`src/rtl/tdm_rx_pkg.sv`:
```
package tdm_rx_pkg;
  localparam int DEF_SLOTS    = 8;
  localparam int DEF_SLOT_W   = 32;
  localparam int DEF_SAMPLE_W = 24;

  typedef struct packed {
    logic bit_en;     // a frame bit is being sampled this edge
    logic frame_end;  // this edge samples the last bit of the frame
  } rx_evt_t;
endpackage

```
`src/rtl/tdm_rx_framer.sv`:
```
module tdm_rx_framer
  import tdm_rx_pkg::*;
#(
  parameter int FRAME_BITS = 256,
  parameter int POS_W      = $clog2(FRAME_BITS)
) (
  input  logic             clk_i,
  input  logic             rst_ni,
  input  logic             fsync_i,
  output logic [POS_W-1:0] pos_o,
  output rx_evt_t          evt_o,
  output logic             err_o
);
  localparam int CNT_W = POS_W + 1;
  localparam logic [CNT_W-1:0] LAST = CNT_W'(FRAME_BITS - 1);

  logic [CNT_W-1:0] pos_q;
  logic             locked_q;
  logic             err_q;

  always_ff @(posedge clk_i or negedge rst_ni) begin
    if (!rst_ni) begin
      pos_q    <= '0;
      locked_q <= 1'b0;
      err_q    <= 1'b0;
    end else if (fsync_i) begin
      if (locked_q && pos_q != LAST) err_q <= 1'b1;
      pos_q    <= '0;
      locked_q <= 1'b1;
    end else if (locked_q && pos_q != '1) begin
      pos_q <= pos_q + 1'b1;  // saturates when sync goes missing
    end
  end

  assign pos_o           = pos_q[POS_W-1:0];
  assign evt_o.bit_en    = locked_q && (pos_q < CNT_W'(FRAME_BITS));
  assign evt_o.frame_end = locked_q && (pos_q == LAST);
  assign err_o           = err_q;

  a_r8_err_sticky: assert property (@(posedge clk_i) disable iff (!rst_ni)
    err_q |=> err_q);
  a_r6_err_only_on_sync: assert property (@(posedge clk_i) disable iff (!rst_ni)
    $rose(err_q) |-> $past(fsync_i));
  a_r6_resync: assert property (@(posedge clk_i) disable iff (!rst_ni)
    fsync_i |=> (pos_q == '0 && locked_q));
endmodule

```
`src/rtl/tdm_rx_slotter.sv`:
```
module tdm_rx_slotter #(
  parameter int SLOTS    = 8,
  parameter int SLOT_W   = 32,
  parameter int SAMPLE_W = 24,
  parameter int POS_W    = $clog2(SLOTS * SLOT_W)
) (
  input  logic                      clk_i,
  input  logic                      rst_ni,
  input  logic                      sdata_i,
  input  logic                      bit_en_i,
  input  logic [POS_W-1:0]          pos_i,
  output logic [SLOTS*SAMPLE_W-1:0] stage_o
);
  localparam int SLOT_LSB = $clog2(SLOT_W);
  localparam int IDX_W    = POS_W - SLOT_LSB;

  logic [SAMPLE_W-2:0]  sh_q;
  logic [SAMPLE_W-1:0]  word;
  logic [IDX_W-1:0]     idx;
  logic [SLOT_LSB-1:0]  off;
  logic                 take;

  assign word = {sh_q, sdata_i};
  assign idx  = pos_i[POS_W-1:SLOT_LSB];
  assign off  = pos_i[SLOT_LSB-1:0];
  assign take = bit_en_i && (off == SLOT_LSB'(SAMPLE_W - 1));

  always_ff @(posedge clk_i or negedge rst_ni) begin
    if (!rst_ni)       sh_q <= '0;
    else if (bit_en_i) sh_q <= word[SAMPLE_W-2:0];
  end

  // one staging register per slot; padding bits after the sample are never taken
  for (genvar g = 0; g < SLOTS; g++) begin : g_slot
    logic [SAMPLE_W-1:0] stage_q;
    always_ff @(posedge clk_i or negedge rst_ni) begin
      if (!rst_ni)                           stage_q <= '0;
      else if (take && idx == IDX_W'(g))     stage_q <= word;
    end
    assign stage_o[g*SAMPLE_W +: SAMPLE_W] = stage_q;
  end
endmodule

```
`src/rtl/tdm_frame_rx.sv`:
```
module tdm_frame_rx
  import tdm_rx_pkg::*;
#(
  parameter int SLOTS    = DEF_SLOTS,
  parameter int SLOT_W   = DEF_SLOT_W,
  parameter int SAMPLE_W = DEF_SAMPLE_W  // must be below SLOT_W
) (
  input  logic                      sclk_i,
  input  logic                      rst_ni,
  input  logic                      fsync_i,
  input  logic                      sdata_i,
  output logic [SLOTS*SAMPLE_W-1:0] samples_o,
  output logic                      frame_valid_o,
  output logic                      frame_err_o
);
  localparam int FRAME_BITS = SLOTS * SLOT_W;
  localparam int POS_W      = $clog2(FRAME_BITS);

  logic [POS_W-1:0]          pos;
  rx_evt_t                   evt;
  logic [SLOTS*SAMPLE_W-1:0] stage;
  logic [SLOTS*SAMPLE_W-1:0] samples_q;
  logic                      valid_q;

  tdm_rx_framer #(.FRAME_BITS(FRAME_BITS), .POS_W(POS_W)) u_framer (
    .clk_i   (sclk_i),
    .rst_ni  (rst_ni),
    .fsync_i (fsync_i),
    .pos_o   (pos),
    .evt_o   (evt),
    .err_o   (frame_err_o)
  );

  tdm_rx_slotter #(.SLOTS(SLOTS), .SLOT_W(SLOT_W), .SAMPLE_W(SAMPLE_W), .POS_W(POS_W)) u_slotter (
    .clk_i    (sclk_i),
    .rst_ni   (rst_ni),
    .sdata_i  (sdata_i),
    .bit_en_i (evt.bit_en),
    .pos_i    (pos),
    .stage_o  (stage)
  );

  always_ff @(posedge sclk_i or negedge rst_ni) begin
    if (!rst_ni) begin
      samples_q <= '0;
      valid_q   <= 1'b0;
    end else begin
      valid_q <= evt.frame_end;
      if (evt.frame_end) samples_q <= stage;
    end
  end

  assign samples_o     = samples_q;
  assign frame_valid_o = valid_q;

  a_r5_valid_pulse: assert property (@(posedge sclk_i) disable iff (!rst_ni)
    valid_q |=> !valid_q);
  a_r5_hold_between: assert property (@(posedge sclk_i) disable iff (!rst_ni)
    !$stable(samples_q) |-> valid_q);
endmodule

```
`config.mk`:
```
export PLATFORM = sky130hd
export DESIGN_NAME = tdm_frame_rx
export DESIGN_NICKNAME = d
export VERILOG_FILES = /design/src/rtl/tdm_rx_pkg.sv /design/src/rtl/tdm_rx_framer.sv /design/src/rtl/tdm_rx_slotter.sv /design/src/rtl/tdm_frame_rx.sv
export SDC_FILE = /design/constraint.sdc
export NUM_CORES = 1
export LEC_CHECK = 0
export BUFFER_PORTS_ARGS = -buffer_cell sky130_fd_sc_hd__buf_2
export CAP_MARGIN = 15
export CORE_ASPECT_RATIO = 1.2
export CORE_UTILIZATION = 50
export CTS_BUF_LIST = sky130_fd_sc_hd__clkbuf_16
export DETAILED_ROUTE_END_ITERATION = 12
export PLACE_DENSITY = 0.76
export SYNTH_ARGS = -nofsm -noshare
export SYNTH_HDL_FRONTEND = slang
export SYNTH_SLANG_ARGS = --single-unit
```
`constraint.sdc`:
```
create_clock -name sclk_i -period 2.73 [get_ports sclk_i]
set_input_delay 0.273 -clock sclk_i [delete_from_list [all_inputs] [get_ports sclk_i]]
set_output_delay 0.273 -clock sclk_i [all_outputs]
set_load 0.1 [all_outputs]
```
==> results of run 1 <==
-- final cells by class --
cell class | count | area, sq um
inverters | 4 | 20.02
clock inverters | 31 | 344.1
fillers | 2516 | 13450
flip-flops and latches | 419 | 10490
multi-input cells | 510 | 5119
repair buffers | 229 | 1339
well taps | 407 | 509.2
clock buffers | 43 | 1076
-- metrics by stage --
| step | worst slack (ps) | utilization [%] |
|---|---|---|
| detailed placement | 275.1 | 53.99 |
| floorplan | 391.0 | - |
| global placement | 327.3 | 53.99 |
| finish | 242.0 | 58.41 |
| CTS | 249.1 | 58.41 |
| global route | 97.84 | 58.41 |
-- cell usage after synthesis, drive strengths merged (2+ instances only) --
cell / count
or4: 4
o31ai: 3
dfrtp: 419
clkbuf: 12
buf: 58
nand4: 2
xor2: 2
nor3: 2
nand3: 3
nor4: 5
nand2: 76
a21oi: 5
nor2: 5
inv: 4
nor2b: 2
ha: 3
mux2: 385
or2: 2
nand2b: 3
-- cell families after synthesis --
kind of cell / Yosys count
XOR/XNOR: 2
multiplexers: 386
flip-flops: 419
AO/OA/AOI/OAI: 10
buffers and inverters: 74
AND/OR/NAND/NOR: 109
adder cells (fa/ha/maj): 3
-- worst max-delay path: stages (launching register included) --
cell and delay [ps]:
sky130_fd_sc_hd__dfrtp_1 380, sky130_fd_sc_hd__ha_1 270, sky130_fd_sc_hd__nand2_1 160, sky130_fd_sc_hd__nor3_1 300, sky130_fd_sc_hd__ha_1 230, sky130_fd_sc_hd__nand2_1 120, sky130_fd_sc_hd__inv_6 120, sky130_fd_sc_hd__buf_4 390
sky130_fd_sc_hd__mux2_2 390
-- how the worst max path moves through the flow --
stage                                end  depth (start not counted)  slack [ps]               from
after global placement     samples_o[58]                          8         330  u_framer.pos_q[0]
after floorplan           samples_o[100]                          9         390  u_framer.pos_q[0]
after CTS                 samples_o[125]                          8         250  u_framer.pos_q[0]
after global routing       samples_o[55]                          8         100  u_framer.pos_q[0]
after detailed placement  samples_o[154]                          8         280  u_framer.pos_q[0]
final                       samples_o[5]                          8         240  u_framer.pos_q[0]
-- metal layers --
metal  GRT usage [%]  vias up
met4           6.291        0
li1                -     3875
met5               0        -
met3           4.200       47
met1           26.97     4591
met2           34.57      194
-- state kept, by name, summed over array words and instances, names as in the netlist --
name,count
samples_o,192
frame_valid_o,1
u_framer.locked_q,1
u_framer.err_o,1
u_slotter.sh_q,23
u_framer.pos_q,9
u_slotter.g_slot.stage_q,192
-- report_power, final --
| group | internal, mW | switching, mW |
|---|---|---|
| logic | 0.0359 | 0.138 |
| clock network | 3.60 | 2.33 |
| registers | 6.23 | 0.0768 |
-- timing repair --
item | 4_1_cts | 5_1_grt
endpoints found under the hold margin | 38 | 0
gates resized for setup | 0 | 0
hold buffers | 1 | 0
==> qor_table.md, run 1 <==
| Item | Reported |
| --- | --- |
| Horizontal extent of the die | 167.6 um |
| Remaining global-route overflow | 0 |
| Worst hold margin | 68.56 ps |
| Most common library cell in the layout ignoring fill and taps | sky130_fd_sc_hd__dfrtp_1 |
| Slew Limit Headroom | 53.58% |
| Share of synthesized registers carrying an async set or reset | 100.0% |
| Sequential share of the synthesized area | 63.74% |
| Post-synthesis instance area | 16,450 sq um |
| Average wire per standard cell | 20.39 um |
| CTS tree | built |
| Port bufs | 197 |
| Wire length of the first global-routing pass | 53,670 um |
| Summed negative setup slack over all endpoints | 0 ps |
| Number of synthesis warnings | 0 |
| Endpoint arrival time on the critical path | 2900 ps |
| Final setup violation count | 0 |
| Post-Layout Inst Area | 18,890 sq um |
| Post-synthesis simple-gate area fraction | 3.423% |
| EDFF count, synth | 0 |
| Destination of the worst hold path | u_framer.pos_q[6] |
| Post-Syn Area per Cell | 16.40 sq um |
| Deepest clock path buffer count | 3 |
| Number of pins exceeding their max-slew limit in the final report | 0 |
| Placer Congestion | 0.7390 |
| Critical path launch point type | flip-flop |
| 1st-iter DRT viols | 442 |
| Area share of the largest cell type after synthesis | 63.74% |
| DR pass1 iterations | 4 |
| Vias after detailed routing | 8,707 |
| Fraction of layout cells with a size suffix above 1 | 55.26% |
| Clock tree root buffer cell | sky130_fd_sc_hd__clkbuf_16 |
| Maximum number of pins on one net before global-route repair | 83 |
| Maximum net fanout on the critical path | 30 |
| Chip height | 200.7 um |
| Synthesized-area fraction occupied by adder cells | 0.2282% |
| Inserted Clock Buffers | 41 |
| Number of global-route vias before repair | 9,291 |
| Xor-xnor portion of the synthesized cell area | 0.1065% |
| Distinct cells, synth | 39 |
| Startpoint of the lowest-slack register-to-register path | u_framer.pos_q[0] |
| Post-layout net count | 1,212 |
| Synthesized Nets | 1,010 |
| Post-synthesis register bit count | 419 |
| Antenna violations before repair | 0 |
| Post-synthesis mux area share | 26.87% |
| DPL Wire Length | 21,340 um |
| Max cap viols | 0 |
| Area post-placement | 17,460 sq um |
| Syn Inst Count | 1,003 |
| Total power density per cell area | 657.1 nW/um^2 |
| Die outline area | 33,630 sq um |
| Leakage power | 10.32 nW |
| Final clock skew | 16.74 ps |
| Detailed-route vias per instance | 5.299 |
| Cell taking the most area after synthesis | sky130_fd_sc_hd__dfrtp_1 |
| Area fraction in compound gates after synthesis | 0.3651% |
| Maximum VDD drop | 0.4523 mV |
| Register-to-Register Path Depth | 8 |
| Total I/O pin count | 198 |
| Portion of the clock cycle consumed by the worst path in the final layout | 91.13% |
| Max Used Layer | met4 |
| Final WL | 33,500 um |
| FF-to-FF End | samples_o[5] |
| Fmax | 0.4019 GHz |
| Routed met1 length | 14,430 um |
| Clock period minus final worst setup slack | 2488 ps |
| Main area contributors after synthesis | sky130_fd_sc_hd__dfrtp_1, sky130_fd_sc_hd__mux2_2, sky130_fd_sc_hd__buf_16, sky130_fd_sc_hd__mux2_4, sky130_fd_sc_hd__nand2_1 |
| Tot Pwr | 12.41 mW |
| Dominant register cell in the synthesized netlist | sky130_fd_sc_hd__dfrtp_1 |
| Number of antenna cells inserted | 0 |
| Met2 layer wire length in the routed design | 16,830 um |
| Post-CTS setup buffers | 0 |
| CTS H-tree depth | 2 |
| Worst setup EP type | flip-flop |
| Worst endpoint required time | 3140 ps |
| Top library cells by usage in the layout, fill and taps aside | sky130_fd_sc_hd__dfrtp_1, sky130_fd_sc_hd__mux2_2, sky130_fd_sc_hd__buf_2, sky130_fd_sc_hd__nand2_1, sky130_fd_sc_hd__clkbuf_16 |
| Area growth, synth to finish | 14.85% |
| Non-filler cells in the finished layout | 1,643 |
| Met3 WL post-DR | 1482 um |
| Worst Setup Path Type | reg2reg |
| Hold depth | 2 |
| Dominant combinational cell family by area after synthesis | multiplexers |
| Type of the worst min-delay path | in2reg |
| Clock-pin slew on the worst setup and hold paths | 60 ps |
| Placement row count | 72 |
| Min-delay src | fsync_i |
| Starting density of the core | 50.86% |
| Antenna Violating Nets Remaining | 0 |
| Residual DRC | 0 |
| Setup slack, reg-to-reg | 240 ps |
| DP Cell Count | 1,568 |
| Result of the run | finished clean |
| Placeable core region | 32,340 sq um |
| GRT Total Usage | 20.61% |
| Actual slew at the worst max-slew pin | 691.2 ps |
| Clock latency reported for the late side of the worst-skew pair | 540 ps |
| Final hold vios | 0 |
| Clock Sinks | 419 |
| Unrepaired setup endpoints after global routing | no |
No activity file was read; power rests on OpenSTA's default activity.
==> run 2: changes to the inputs <==
--- a/config.mk
+++ b/config.mk
@@ -5,6 +5,7 @@
 export SDC_FILE = /design/constraint.sdc
 export NUM_CORES = 1
 export LEC_CHECK = 0
+export ABC_CLOCK_PERIOD_IN_PS = 2800
 export BUFFER_PORTS_ARGS = -buffer_cell sky130_fd_sc_hd__buf_2
 export CAP_MARGIN = 15
 export CORE_ASPECT_RATIO = 1.2
==> constraint.sdc (replaced) <==
create_clock -name sclk_i -period 2.8 [get_ports sclk_i]
set_input_delay 0.28 -clock sclk_i [delete_from_list [all_inputs] [get_ports sclk_i]]
set_output_delay 0.28 -clock sclk_i [all_outputs]
set_load 0.1 [all_outputs]
==> qor_table.md, run 2 (same netlist as run 1, synthesis figures left out) <==
| Item | Reported | Change |
| --- | --- | --- |
| Result of the run | finished clean |  |
| Slew Limit Headroom | 61.28% | +7.7 points |
| Portion of the clock cycle consumed by the worst path in the final layout | 91.30% | +0.17 points |
| Port bufs | 197 | unchanged |
| GRT Total Usage | 20.64% | +0.029 points |
| DPL Wire Length | 21,190 um | -0.70% |
| Maximum number of pins on one net before global-route repair | 91 | +9.6% |
| Max cap viols | 0 | unchanged |
| Total I/O pin count | 198 | unchanged |
| Clock-pin slew on the worst setup and hold paths | 60 ps | about the same |
| Endpoint arrival time on the critical path | 2970 ps | +70 ps |
| Chip height | 200.7 um | unchanged |
| Type of the worst min-delay path | in2reg |  |
| Inserted Clock Buffers | 42 | +2.4% |
| Post-CTS setup buffers | 0 | unchanged |
| Number of global-route vias before repair | 9,331 | +0.43% |
| Setup slack, reg-to-reg | 240 ps | about the same |
| Clock tree root buffer cell | sky130_fd_sc_hd__clkbuf_16 |  |
| Placeable core region | 32,340 sq um | unchanged |
| Antenna violations before repair | 0 | unchanged |
| Worst Setup Path Type | reg2reg |  |
| Critical-path cell list | ha_1 > nand2_1 > nor3_1 > ha_1 > nand2_1 > inv_6 > buf_12 > mux2_2 |  |
| Unrepaired setup endpoints after global routing | no |  |
| Vias after detailed routing | 8,655 | -0.60% |
| Final WL | 33,230 um | -0.81% |
| Placer Congestion | 0.7712 | +4.4% |
| Largest stage delay on the critical path | 390 ps | about the same |
| Post-layout net count | 1,212 | unchanged |
| Area taken by multi-input logic gates | 5119 sq um | unchanged |
| Maximum net fanout on the critical path | 35 | +17% |
| CTS H-tree depth | 2 | unchanged |
| Remaining global-route overflow | 0 | unchanged |
| Fmax | 0.3912 GHz | -2.7% |
| Number of antenna cells inserted | 0 | unchanged |
| DR pass1 iterations | 4 | unchanged |
| Fillers | 2,556 | +1.6% |
| Number of pins exceeding their max-slew limit in the final report | 0 | unchanged |
| Area growth, synth to finish | 13.79% |  |
| Maximum VDD drop | 0.5134 mV | +14% |
| Top library cells by usage in the layout, fill and taps aside | sky130_fd_sc_hd__dfrtp_1, sky130_fd_sc_hd__mux2_2, sky130_fd_sc_hd__buf_2, sky130_fd_sc_hd__nand2_1, sky130_fd_sc_hd__clkbuf_16 |  |
| Clock period minus final worst setup slack | 2556 ps | +68.48 ps |
| Antenna Violating Nets Remaining | 0 | unchanged |
| Worst setup EP type | flip-flop |  |
| Most common library cell in the layout ignoring fill and taps | sky130_fd_sc_hd__dfrtp_1 |  |
| Final clock skew | 19.49 ps | +2.754 ps |
| Fraction of layout cells with a size suffix above 1 | 54.82% | -0.44 points |
| Summed negative setup slack over all endpoints | 0 ps | unchanged |
| Worst hold margin | 52.73 ps | -15.84 ps |
| Wire length of the first global-routing pass | 53,680 um | about the same |
| Leakage power | 10.24 nW | -0.82% |
| CTS tree | built |  |
| Clock latency reported for the late side of the worst-skew pair | 540 ps | about the same |
| Final hold vios | 0 | unchanged |
| Average wire per standard cell | 20.23 um | -0.75% |
| Horizontal extent of the die | 167.6 um | unchanged |
| Actual slew at the worst max-slew pin | 580.8 ps | -110.3 ps |
| Critical path launch point type | flip-flop |  |
| Setup slack after layout | 243.5 ps | +1.516 ps |
| Clock Sinks | 419 | unchanged |
| Slowest CP cell | sky130_fd_sc_hd__dfrtp_1 |  |
| Starting density of the core | 50.86% | unchanged |
| Detailed-route vias per instance | 5.271 | -0.54% |
| Residual DRC | 0 | unchanged |
| Total power density per cell area | 608.0 nW/um^2 | -7.5% |
| Final setup violation count | 0 | unchanged |
| Worst endpoint required time | 3210 ps | +70 ps |
| 1st-iter DRT viols | 477 | +7.9% |
| Footprint of the flip-flops and latches | 10,490 sq um | unchanged |
| Deepest clock path buffer count | 3 | unchanged |
| Placement row count | 72 | unchanged |
| Die outline area | 33,630 sq um | unchanged |
| DP Worst Slack | 261.2 ps | -13.90 ps |
run 2: cell count changes in the layout (fill, tap and decap cells not counted), moves of 2 or more:
cell and delta:
sky130_fd_sc_hd__buf_4 -2, sky130_fd_sc_hd__inv_6 +2, sky130_fd_sc_hd__clkinv_1 +4, sky130_fd_sc_hd__bufinv_16 -7
run 2: what timing repair did:
action,in CTS,in global routing
hold buffers,1,0
resized for setup,0,0
hold endpoints to repair,49,0
run 2: cell type report:
type	instances	area share, %
timing repair buffer	228	7.179
sequential	419	56.02
inverter	4	0.1070
multi-input combinational	510	27.35
clock inverter	32	1.016
clock buffer	42	5.615
tap	407	2.721
run 2: where the power goes:
| part | total (mW) | internal [mW] | switching (mW) |
|---|---|---|---|
| combinational | 0.165 | 0.0322 | 0.133 |
| clock | 5.06 | 2.83 | 2.23 |
| sequential | 6.15 | 6.08 | 0.0759 |
| total | 11.4 | 8.94 | 2.44 |
run 2: routing by layer:
metal,track usage (%),wire [um]
met1,26.73,14170
met2,35.57,16960
met3,4.180,1587
met4,4.980,503
met5,0,0
run 2: through the flow:
step / power, mW / cells / instance area, sq um / util [%]
after floorplan: 6.351 / 1003 / 16450 / -
after global placement: 6.433 / 1567 / 17470 / 54.01
after detailed placement: 6.439 / 1567 / 17470 / 54.01
after CTS: 11.55 / 1642 / 18720 / 57.88
after global routing: 11.82 / 1642 / 18720 / 57.88
final: 11.38 / 1642 / 18720 / 57.88
run 2: path summary, 6_finish.rpt:
check / startpoint / to / cells past startpoint
worst max-delay path: u_framer.pos_q[0] / samples_o[1] / 8
worst min-delay path: fsync_i / u_framer.pos_q[3] / 2
worst max register to register: u_framer.pos_q[0] / samples_o[1] / 8
worst min register to register: u_framer.err_o / u_framer.err_o / 1
max in group asynchronous: rst_ni / u_slotter.sh_q[14] / 4
min in group asynchronous: rst_ni / frame_valid_o / 2
run 2: critical path: cells and delay by family, from the launching register on:
| kind | cells | cell delay [ps] |
|---|---|---|
| DFF | 1 | 390 |
| buffers and inverters | 2 | 580 |
| adders and majority gates | 2 | 500 |
| muxes | 1 | 370 |
| and+or+nand+nor | 3 | 580 |
==> run 3: changes to the inputs <==
--- a/config.mk
+++ b/config.mk
@@ -5,10 +5,12 @@
 export SDC_FILE = /design/constraint.sdc
 export NUM_CORES = 1
 export LEC_CHECK = 0
+export ABC_AREA = 1
 export ABC_CLOCK_PERIOD_IN_PS = 2800
 export BUFFER_PORTS_ARGS = -buffer_cell sky130_fd_sc_hd__buf_2
 export CAP_MARGIN = 15
 export CORE_ASPECT_RATIO = 1.2
+export CORE_MARGIN = 10
 export CORE_UTILIZATION = 50
 export CTS_BUF_LIST = sky130_fd_sc_hd__clkbuf_16
 export DETAILED_ROUTE_END_ITERATION = 12
==> qor_table.md, run 3 <==
| Item | Reported | Change |
| --- | --- | --- |
| Slowest CP cell | sky130_fd_sc_hd__buf_12 |  |
| Worst Setup Path Type | reg2reg |  |
| Main area contributors after synthesis | sky130_fd_sc_hd__dfrtp_1, sky130_fd_sc_hd__nand2_1, sky130_fd_sc_hd__o21ai_1, sky130_fd_sc_hd__inv_1, sky130_fd_sc_hd__o21ai_0 |  |
| Starting density of the core | 50.82% | about the same |
| Power share of the clock group | 46.5% | +2.0 points |
| Fraction of layout cells with a size suffix above 1 | 15.85% | -39 points |
| Switching fraction of total power | 21.54% | +0.078 points |
| Cell-internal power | 9.355 mW | +4.7% |
| Die outline area | 39,540 sq um | +18% |
| 1st-iter DRT viols | 1,149 | +140% |
| Actual slew at the worst max-slew pin | 1044 ps | +463.4 ps |
| Detailed-route vias per instance | 5.097 | -3.3% |
| Clock-pin slew on the worst setup and hold paths | 60 ps | about the same |
| Placeable core region | 31,450 sq um | -2.8% |
| Final clock skew | 17.69 ps | -1.808 ps |
| EDFF count, synth | 0 | unchanged |
| Clock Sinks | 419 | unchanged |
| Worst endpoint required time | 3270 ps | +60 ps |
| Syn Inst Count | 1,722 | +72% |
| Clock latency reported for the late side of the worst-skew pair | 540 ps | about the same |
| Distinct cells, synth | 23 | -41% |
| Total power density per cell area | 638.2 nW/um^2 | +5.0% |
| Critical-path cell list | ha_1 > nand2_2 > inv_2 > nand2_4 > nor3_1 > ha_1 > nand2_4 > buf_12 > nand2_1 > nand2_1 |  |
| Net load switching power | 2.568 mW | +5.2% |
| Port bufs | 197 | unchanged |
| Antenna Violating Nets Remaining | 0 | unchanged |
| Synthesized Nets | 1,729 | +71% |
| Most common library cell in the layout ignoring fill and taps | sky130_fd_sc_hd__nand2_1 |  |
| Post-synthesis instance area | 15,980 sq um | -2.8% |
| Portion of the clock cycle consumed by the worst path in the final layout | 90.03% | -1.3 points |
| Maximum VDD drop | 0.4205 mV | -18% |
| Area share of the largest cell type after synthesis | 65.61% | +1.9 points |
| Summed negative setup slack over all endpoints | 0 ps | unchanged |
| Final hold vios | 0 | unchanged |
| Number of pins exceeding their max-slew limit in the final report | 0 | unchanged |
| Post-synthesis register bit count | 419 | unchanged |
| Slew Limit Headroom | 30.39% | -31 points |
| Dominant register cell in the synthesized netlist | sky130_fd_sc_hd__dfrtp_1 |  |
| Leakage power | 10.68 nW | +4.4% |
| GRT Total Usage | 21.81% | +1.2 points |
| Clock tree root buffer cell | sky130_fd_sc_hd__clkbuf_16 |  |
| Number of cells upsized or downsized after cts | 0 | unchanged |
| Dominant delay contributor by cell family on the critical path | buffers and inverters |  |
| Endpoint arrival time on the critical path | 2990 ps | +20 ps |
| Remaining global-route overflow | 0 | unchanged |
| Post-CTS setup buffers | 0 | unchanged |
| Deepest clock path buffer count | 3 | unchanged |
| DPL Wire Length | 25,950 um | +22% |
| Final setup violation count | 0 | unchanged |
| Result of the run | finished clean |  |
| Fmax | 0.3967 GHz | +1.4% |
| Number of synthesis warnings | 0 | unchanged |
| Wire length of the first global-routing pass | 67,730 um | +26% |
| Critical path launch point type | flip-flop |  |
| Number of global-route vias before repair | 11,920 | +28% |
| Clock period minus final worst setup slack | 2521 ps | -35.74 ps |
| Vias after detailed routing | 11,890 | +37% |
| CTS H-tree depth | 2 | unchanged |
| Horizontal extent of the die | 183.2 um | +9.3% |
| Total I/O pin count | 198 | unchanged |
| Post-layout net count | 1,908 | +57% |
| Sequential Power Share | 51.0% | -3.1 points |
| Largest stage delay on the critical path | 630 ps | +240 ps |
| Post-Syn Area per Cell | 9.281 sq um | -43% |
| Residual DRC | 0 | unchanged |
| Maximum net fanout on the critical path | 240 | +590% |
| Max cap viols | 0 | unchanged |
| Final WL | 42,480 um | +28% |
| Most frequent cell after synthesis | sky130_fd_sc_hd__nand2_1 |  |
| DR pass1 iterations | 5 | +1 |
| Chip height | 215.8 um | +7.6% |
| Type of the worst min-delay path | in2async |  |
| Cell taking the most area after synthesis | sky130_fd_sc_hd__dfrtp_1 |  |
| Unrepaired setup endpoints after global routing | no |  |
| Critical path buffers and inverters | 2 | unchanged |
| Final core utilization | 59.41% | +1.5 points |
| Sequential share of the synthesized area | 65.61% | +1.9 points |
| Share of synthesized registers carrying an async set or reset | 100.0% | unchanged |
| Placer Congestion | 0.8364 | +8.5% |
| Antenna violations before repair | 1 | +1 |
| CTS tree | built |  |
| Top library cells by usage in the layout, fill and taps aside | sky130_fd_sc_hd__nand2_1, sky130_fd_sc_hd__dfrtp_1, sky130_fd_sc_hd__buf_2, sky130_fd_sc_hd__inv_1, sky130_fd_sc_hd__o21ai_1 |  |
| Hold Buf Count CTS | 2 | +1 |
| Most frequent cells after synthesis | sky130_fd_sc_hd__nand2_1, sky130_fd_sc_hd__dfrtp_1, sky130_fd_sc_hd__inv_1 |  |
| Placement row count | 71 | -1.4% |
| Inserted Clock Buffers | 41 | -2.4% |
| Maximum number of pins on one net before global-route repair | 241 | +160% |
| Area growth, synth to finish | 16.90% |  |
| Worst setup EP type | flip-flop |  |
| Share of total power in combinational logic | 2.5% | +1.0 points |
| Average wire per standard cell | 18.21 um | -10% |
run 3: cell count changes after synthesis, sizes merged, moves of 29 or more:
cell    before  now
nand3        3   56
nand2       76  772
inv          4  139
o21ai        1  219
clkbuf      12   41
mux2       385    0
run 3: cell type report:
| class | count | area (sq um) |
|---|---|---|
| inverter | 139 | 524.3 |
| timing repair buffer | 226 | 1319 |
| clock inverter | 30 | 271.5 |
| tap | 401 | 501.7 |
| sequential | 419 | 10490 |
| fill | 2761 | 12760 |
| clock buffer | 43 | 1076 |
| antenna | 1 | 2.502 |
| multi-input combinational | 1074 | 4503 |
run 3: final timing paths:
kind / start / endpoint / slack, ps / cells past startpoint
min in group sclk_i: sdata_i / u_slotter.g_slot[7].stage_q[0] / 390 / 3
max reg2reg: u_framer.pos_q[0] / samples_o[90] / 280 / 10
min reg2reg: u_slotter.g_slot[2].stage_q[7] / samples_o[55] / 470 / 2
max in group asynchronous: rst_ni / samples_o[36] / 1570 / 3
min: rst_ni / samples_o[184] / 370 / 2
max: u_framer.pos_q[0] / samples_o[90] / 280 / 10
run 3: logic make-up after synthesis:
kind of cell	after synthesis	share of synthesized area [%]
and+or+nand+nor	847	20.75
DFF	419	65.61
buffers and inverters	229	6.263
AOI/OAI and AO/OA	224	7.140
adders and majority gates	3	0.2349
run 3: per-stage QoR:
stage / hold slack (ps) / power, mW / area, sq um / setup slack (ps) / std cells
finish: 374.3 / 11.92 / 18680 / 279.3 / 2333
global route: 410.8 / 12.29 / 18680 / 108.9 / 2333
CTS: 386.1 / 12.03 / 18680 / 325.8 / 2332
detailed placement: 378.8 / 6.498 / 17310 / 306.0 / 2257
global placement: 369.0 / 6.491 / 17310 / 436.8 / 2257
floorplan: -15.59 / 6.246 / 15980 / 830.4 / 1722
run 3: metal layers:
layer / routed length [um] / vias to the layer above / GRT usage, %
met2: 20380 / 378 / 35.31
met1: 17480 / 5771 / 28.33
li1: - / 5671 / -
met5: 0 / - / 0
met3: 3117 / 72 / 4.403
met4: 1506 / 0 / 8.427
run 3: worst reg2reg max path: stages, from the launching register on:
cell                      delay [ps]
sky130_fd_sc_hd__dfrtp_1         400
sky130_fd_sc_hd__ha_1            230
sky130_fd_sc_hd__nand2_2         140
sky130_fd_sc_hd__inv_2            80
sky130_fd_sc_hd__nand2_4         100
sky130_fd_sc_hd__nor3_1           80
sky130_fd_sc_hd__ha_1            230
sky130_fd_sc_hd__nand2_4         100
sky130_fd_sc_hd__buf_12          630
sky130_fd_sc_hd__nand2_1         360
sky130_fd_sc_hd__nand2_1         120
run 3: power by group through the flow:
stage	registers [mW]	logic, mW	clock network, mW
3_3_place_gp	6.20	0.294	0
2_1_floorplan	6.20	0.0492	0
4_1_cts	6.09	0.303	5.64
3_5_place_dp	6.20	0.300	0
5_1_grt	6.08	0.322	5.89
6_report	6.09	0.294	5.54
